===== src/rtl/tsp_pkg.sv =====
package tsp_pkg;
  typedef struct packed {
    logic unframed;
    logic frac;
  } tsp_mode_t;

  typedef enum logic {
    DIR_DETECT   = 1'b0,
    DIR_GENERATE = 1'b1
  } tsp_dir_e;
endpackage


===== src/rtl/tsp_slot_qual.sv =====
module tsp_slot_qual
  import tsp_pkg::*;
#(
  parameter int NSLOT = 24,
  parameter int BITS  = 8,
  parameter int SLOTW = $clog2(NSLOT + 1),
  parameter int BITW  = $clog2(BITS)
) (
  input  tsp_mode_t          mode,
  input  logic [SLOTW-1:0]   slot_idx,
  input  logic [BITW-1:0]    bit_idx,
  input  logic [NSLOT-1:0]   chan_test,
  output logic               hit
);
  localparam logic [SLOTW-1:0] FSLOT   = SLOTW'(NSLOT);
  localparam logic [BITW-1:0]  LASTBIT = BITW'(BITS - 1);

  logic in_slot, flag, drop_lsb;

  always_comb begin
    in_slot  = (slot_idx < FSLOT);
    flag     = |(chan_test & (NSLOT'(1) << slot_idx));
    drop_lsb = mode.frac && (bit_idx == LASTBIT);
    if (mode.unframed)
      hit = (slot_idx <= FSLOT);
    else
      hit = in_slot && flag && !drop_lsb;
  end
endmodule


===== src/rtl/tsp_lane_mux.sv =====
module tsp_lane_mux #(
  parameter int NLANE = 8,
  parameter int SELW  = $clog2(NLANE)
) (
  input  logic [SELW-1:0]  lane_sel,
  input  logic             take,
  input  logic             gen_bit,
  input  logic [NLANE-1:0] rx_lane_in,
  output logic [NLANE-1:0] rx_lane_out
);
  for (genvar i = 0; i < NLANE; i++) begin : g_lane
    logic sel_match;
    assign sel_match      = (lane_sel == SELW'(i));
    assign rx_lane_out[i] = (sel_match && take) ? gen_bit : rx_lane_in[i];
  end
endmodule


===== src/rtl/tsp_det_tap.sv =====
module tsp_det_tap #(
  parameter int NLANE = 8,
  parameter int SELW  = $clog2(NLANE)
) (
  input  logic             clk,
  input  logic             rst_n,
  input  logic             hit,
  input  logic [SELW-1:0]  lane_sel,
  input  logic [NLANE-1:0] rx_lane_in,
  output logic             det_valid,
  output logic             det_bit
);
  always_ff @(posedge clk) begin
    if (!rst_n) begin
      det_valid <= 1'b0;
      det_bit   <= 1'b0;
    end else begin
      det_valid <= hit;
      det_bit   <= hit ? rx_lane_in[lane_sel] : 1'b0;
    end
  end
endmodule


===== src/rtl/tsp_prbs_tap.sv =====
module tsp_prbs_tap
  import tsp_pkg::*;
#(
  parameter int NLANE = 8,
  parameter int NSLOT = 24,
  parameter int BITS  = 8,
  parameter int SELW  = $clog2(NLANE),
  parameter int SLOTW = $clog2(NSLOT + 1),
  parameter int BITW  = $clog2(BITS)
) (
  input  logic             clk,
  input  logic             rst_n,
  input  logic             in_valid,
  input  logic [SLOTW-1:0] slot_idx,
  input  logic [BITW-1:0]  bit_idx,
  input  logic [NSLOT-1:0] chan_test,
  input  logic             chan_ctl_en,
  input  logic [SELW-1:0]  lane_sel,
  input  logic             gen_dir,
  input  logic             det_unframed,
  input  logic             det_frac,
  input  logic             gen_unframed,
  input  logic             gen_frac,
  input  logic [NLANE-1:0] rx_lane_in,
  output logic [NLANE-1:0] rx_lane_out,
  output logic             det_valid,
  output logic             det_bit,
  output logic             gen_ready,
  input  logic             gen_valid,
  input  logic             gen_bit
);
  localparam int NDIR = 2;

  tsp_mode_t       mode [NDIR];
  logic [NDIR-1:0] qual;
  logic            active, hit_det, hit_gen;

  assign mode[DIR_DETECT]   = '{unframed: det_unframed, frac: det_frac};
  assign mode[DIR_GENERATE] = '{unframed: gen_unframed, frac: gen_frac};

  for (genvar d = 0; d < NDIR; d++) begin : g_dir
    tsp_slot_qual #(
      .NSLOT(NSLOT), .BITS(BITS), .SLOTW(SLOTW), .BITW(BITW)
    ) u_qual (
      .mode      (mode[d]),
      .slot_idx  (slot_idx),
      .bit_idx   (bit_idx),
      .chan_test (chan_test),
      .hit       (qual[d])
    );
  end

  assign active  = in_valid && chan_ctl_en;
  assign hit_det = active && (gen_dir == DIR_DETECT)   && qual[DIR_DETECT];
  assign hit_gen = active && (gen_dir == DIR_GENERATE) && qual[DIR_GENERATE];
  assign gen_ready = hit_gen;

  tsp_lane_mux #(.NLANE(NLANE), .SELW(SELW)) u_mux (
    .lane_sel    (lane_sel),
    .take        (hit_gen && gen_valid),
    .gen_bit     (gen_bit),
    .rx_lane_in  (rx_lane_in),
    .rx_lane_out (rx_lane_out)
  );

  tsp_det_tap #(.NLANE(NLANE), .SELW(SELW)) u_det (
    .clk        (clk),
    .rst_n      (rst_n),
    .hit        (hit_det),
    .lane_sel   (lane_sel),
    .rx_lane_in (rx_lane_in),
    .det_valid  (det_valid),
    .det_bit    (det_bit)
  );
endmodule


===== config.mk =====
export PLATFORM = sky130hd
export DESIGN_NAME = tsp_prbs_tap
export DESIGN_NICKNAME = d
export VERILOG_FILES = /design/src/rtl/tsp_pkg.sv /design/src/rtl/tsp_slot_qual.sv /design/src/rtl/tsp_lane_mux.sv /design/src/rtl/tsp_det_tap.sv /design/src/rtl/tsp_prbs_tap.sv
export SDC_FILE = /design/constraint.sdc
export NUM_CORES = 1
export LEC_CHECK = 0
export CAP_MARGIN = 0
export CORE_MARGIN = 5
export CORE_UTILIZATION = 34
export CTS_CLUSTER_SIZE = 30
export DETAILED_ROUTE_END_ITERATION = 12
export GPL_TIMING_DRIVEN = 0
export PLACE_DENSITY_LB_ADDON = 0.3
export SLEW_MARGIN = 20
export SYNTH_ARGS = -nofsm -noshare
export SYNTH_HDL_FRONTEND = slang
export SYNTH_HIERARCHICAL = 1
export SYNTH_SLANG_ARGS = --single-unit

===== constraint.sdc =====
create_clock -name clk -period 3.9 [get_ports clk]
set_clock_uncertainty 0.2 [all_clocks]
set_input_delay 0.78 -clock clk [delete_from_list [all_inputs] [get_ports clk]]
set_output_delay 0.78 -clock clk [all_outputs]
set_load 0.01 [all_outputs]

==> results.md <==
* Most common cell in the synthesized netlist: mux2i_1
* Type of the tightest min-delay check: in2reg
* Slew HR at 72.1%
* DRC viols at 0
* Max stage delay on crit path at 0.49 ns
* Largest net degree at the start of global routing at 15
* Final hold viol count at 0
* Status: finished with violations
* CP Launch Type: input port
* Max-slew violation count at 0
* Hpwl dp at 2470 um
* Root Driver: clkbuf_4
* Async SR Flop Fraction at 0%
* Post-synth top area cell: mux2i_1
* Violated checks: negative setup slack
* PwrDens at 129 nW/um2
* WL per Instance at 16.6 um
* # H-tree levels at 1
* Total number of yosys warnings at 6
* Vias in the first global route at 1183
* Antenna violations before repair at 0
* Top cell type's share of synthesized area at 12.6%
* Hold Slack at 0.933 ns
* CP max-delay cell: mux4_2
* 1st-iter DRT viols at 24
* Die Span Y at 60.8 um
* Flop pwr share at 9.7%
* Cell Chain, Critical Path: buf_12, mux4_2, or3b_1, o31ai_2, o311ai_2, and4_4, and2_4, buf_6, nand4b_1, mux2_4, buf_6
* CTS tree: yes
* ANT nets after route at 0
* Congestion Overflow GR at 0
* N_diodes at 0
* I/O Pins at 65
* Min Tclk post-route at 3.94 ns
* Fin crit share at 101%
* Final #Nets at 228
* Crit-path max FO at 7
* Combinational share of power at 70.4%
* Total number of vias at 1136
* WP data arrival at 2.96 ns
* Synth top cells by count: mux2i_1 (11), nand2_1 (7), a211oi_1 (6), buf_2 (6), o21ai_0 (6)
* EDFF count, synth at 0
* Setup crit end kind: output pin
* Distinct cells, synth at 29
* VDD IR max at 0.000152 V
* Most common cell on crit path: buf_6
* Total iterations of the first detailed-routing run at 4
* # clock sinks at 2
* Leak at 0.000755 uW
* Final setup margin at -0.0390 ns
* Count of final setup violators at 6
* First-pass GRT wire length at 4850 um
* CTS buffer count at 3
* Die width at 60.8 um
* Routability-driven placement congestion ratio at 0.836
* Clock share of power at 19.9%
* Initial Util at 35.4%
* Filler instances at 217
* Internal at 148 uW
* GRT Overall Usage at 16.8%
* Fraction of layout cells with a size suffix above 1 at 33.7%
* Cell Area, Synth at 876 um2
* Vias/cell at 5.62
* NetSw at 70.5 uW
* Ys flop type: dfxtp_1
* Area Overhead vs Synth at 94.3%
* FP Rows at 18
* CP Data Required Time at 2.92 ns
* Slew at the pin closest to its max-slew limit at 0.416 ns
* Largest cells by area after synthesis: mux2i_1 (13%), mux4_2 (10%), mux2_2 (6.4%), mux4_1 (6.0%), a211oi_1 (5.1%)
* Core area at 2480 um2
* Syn Nets at 151
* Total power at 219 uW
* Syn_area_per_cell at 9.03 um2
* Drt total wl at 3360 um
* Maxcap violations at 0
* CP Class: in2out
* Sequential fraction of the synthesis area at 4.57%
* Die Area at 3690 um2
* Post-Synthesis Cells at 97
* CTS max path bufs at 2
* Synth Register Bits at 2
* Port-buffer cells at 64
* Clk slew on worst S/H paths at 0.03 ns
* Fmax at 0.254 GHz
* Net Sw Frac at 32.2%
* Setup repair after global routing missed its margin: yes
worst max-delay path, delay by kind of cell:
| kind | cells | cell delay [ns] |
|---|---|---|
| mux | 2 | 0.81 |
| buf+inv | 3 | 0.32 |
| simple gates | 4 | 0.84 |
| compound gates | 2 | 0.21 |
path summary, 6_finish.rpt:
check / from / end / depth (start not counted)
worst min-delay path: rst_n / u_det/det_valid$_SDFF_PN0_ / 3
worst max-delay path: slot_idx[0] / rx_lane_out[3] / 11
sequential cells by signal (all words and copies together) (netlist names):
name / flops
u_det/det_bit: 1
u_det/det_valid: 1
cell usage in the layout (no fill, tap or decap), types with 4 or more instances in the layout:
| cell type | netlist | final |
|---|---|---|
| clkbuf_4 | 0 | 4 |
| buf_6 | 0 | 11 |
| clkdlybuf4s50_1 | 0 | 33 |
| nand4_1 | 5 | 5 |
| mux2i_1 | 11 | 10 |
| buf_4 | 0 | 6 |
| mux2_4 | 3 | 8 |
| nand2_1 | 7 | 7 |
| mux4_2 | 4 | 4 |
| nand4b_1 | 5 | 5 |
| dlygate4sd2_1 | 0 | 13 |
| nand2b_1 | 4 | 4 |
| buf_2 | 6 | 11 |
cell families (layout without fill, tap and decap cells):
logic type / after synthesis / in the layout / synth area share, %
buffers and inverters: 9 / 84 / 4.71
flip-flops: 2 / 2 / 4.57
AND/OR/NAND/NOR: 37 / 37 / 31.1
multiplexers: 25 / 25 / 40.4
AO/OA/AOI/OAI: 24 / 24 / 19.1
per-stage QoR:
| stage | utilization, % | TNS (ns) | setup slack, ns | cells | cell area, um2 |
|---|---|---|---|---|---|
| global placement | 62.7 | -9.26 | -1.15 | 191 | 1550 |
| finish | 68.7 | -0.114 | -0.0390 | 202 | 1700 |
| detailed placement | 62.7 | -9.59 | -1.20 | 191 | 1550 |
| CTS | 65.6 | 0 | 0.0117 | 198 | 1620 |
| global route | 68.7 | -0.428 | -0.0816 | 202 | 1700 |
| floorplan | - | 0 | 0.206 | 97 | 876 |
power by group through the flow:
| stage | combinational [uW] | clock [uW] | sequential [uW] |
|---|---|---|---|
| 3_5_place_dp | 141 | 0 | 21.4 |
| 6_report | 154 | 43.6 | 21.2 |
| 5_1_grt | 164 | 49.6 | 21.2 |
| 3_3_place_gp | 138 | 0 | 21.4 |
| 2_1_floorplan | 55.2 | 0 | 21.6 |
| 4_1_cts | 144 | 45.7 | 21.2 |
what timing repair did:
item / 4_1_cts / 5_1_grt
hold buffers: 0 / 0
pin swaps: 12 / 6
buffers inserted: 4 / 4
gates resized for setup: 100 / 19
gates cloned: 0 / 0
endpoints found under the setup margin: 9 / 8
layer usage:
metal / wire length [um] / global-route usage [%]
met2: 1800 / 32.7
met4: 0 / 2.79
met3: 255 / 2.34
met1: 1310 / 19.4
met5: 0 / 0
cell type report:
cell class	instances	area [um2]	area share, %
Buffer	6	42.5	2.50
Clock buffer	3	22.5	1.32
Inverter	3	11.3	0.662
Multi-Input combinational cell	86	870	51.1
Sequential cell	2	40.0	2.35
Tap cell	30	37.5	2.21
Timing Repair Buffer	72	678	39.9
(Power assumes the default switching activity.)
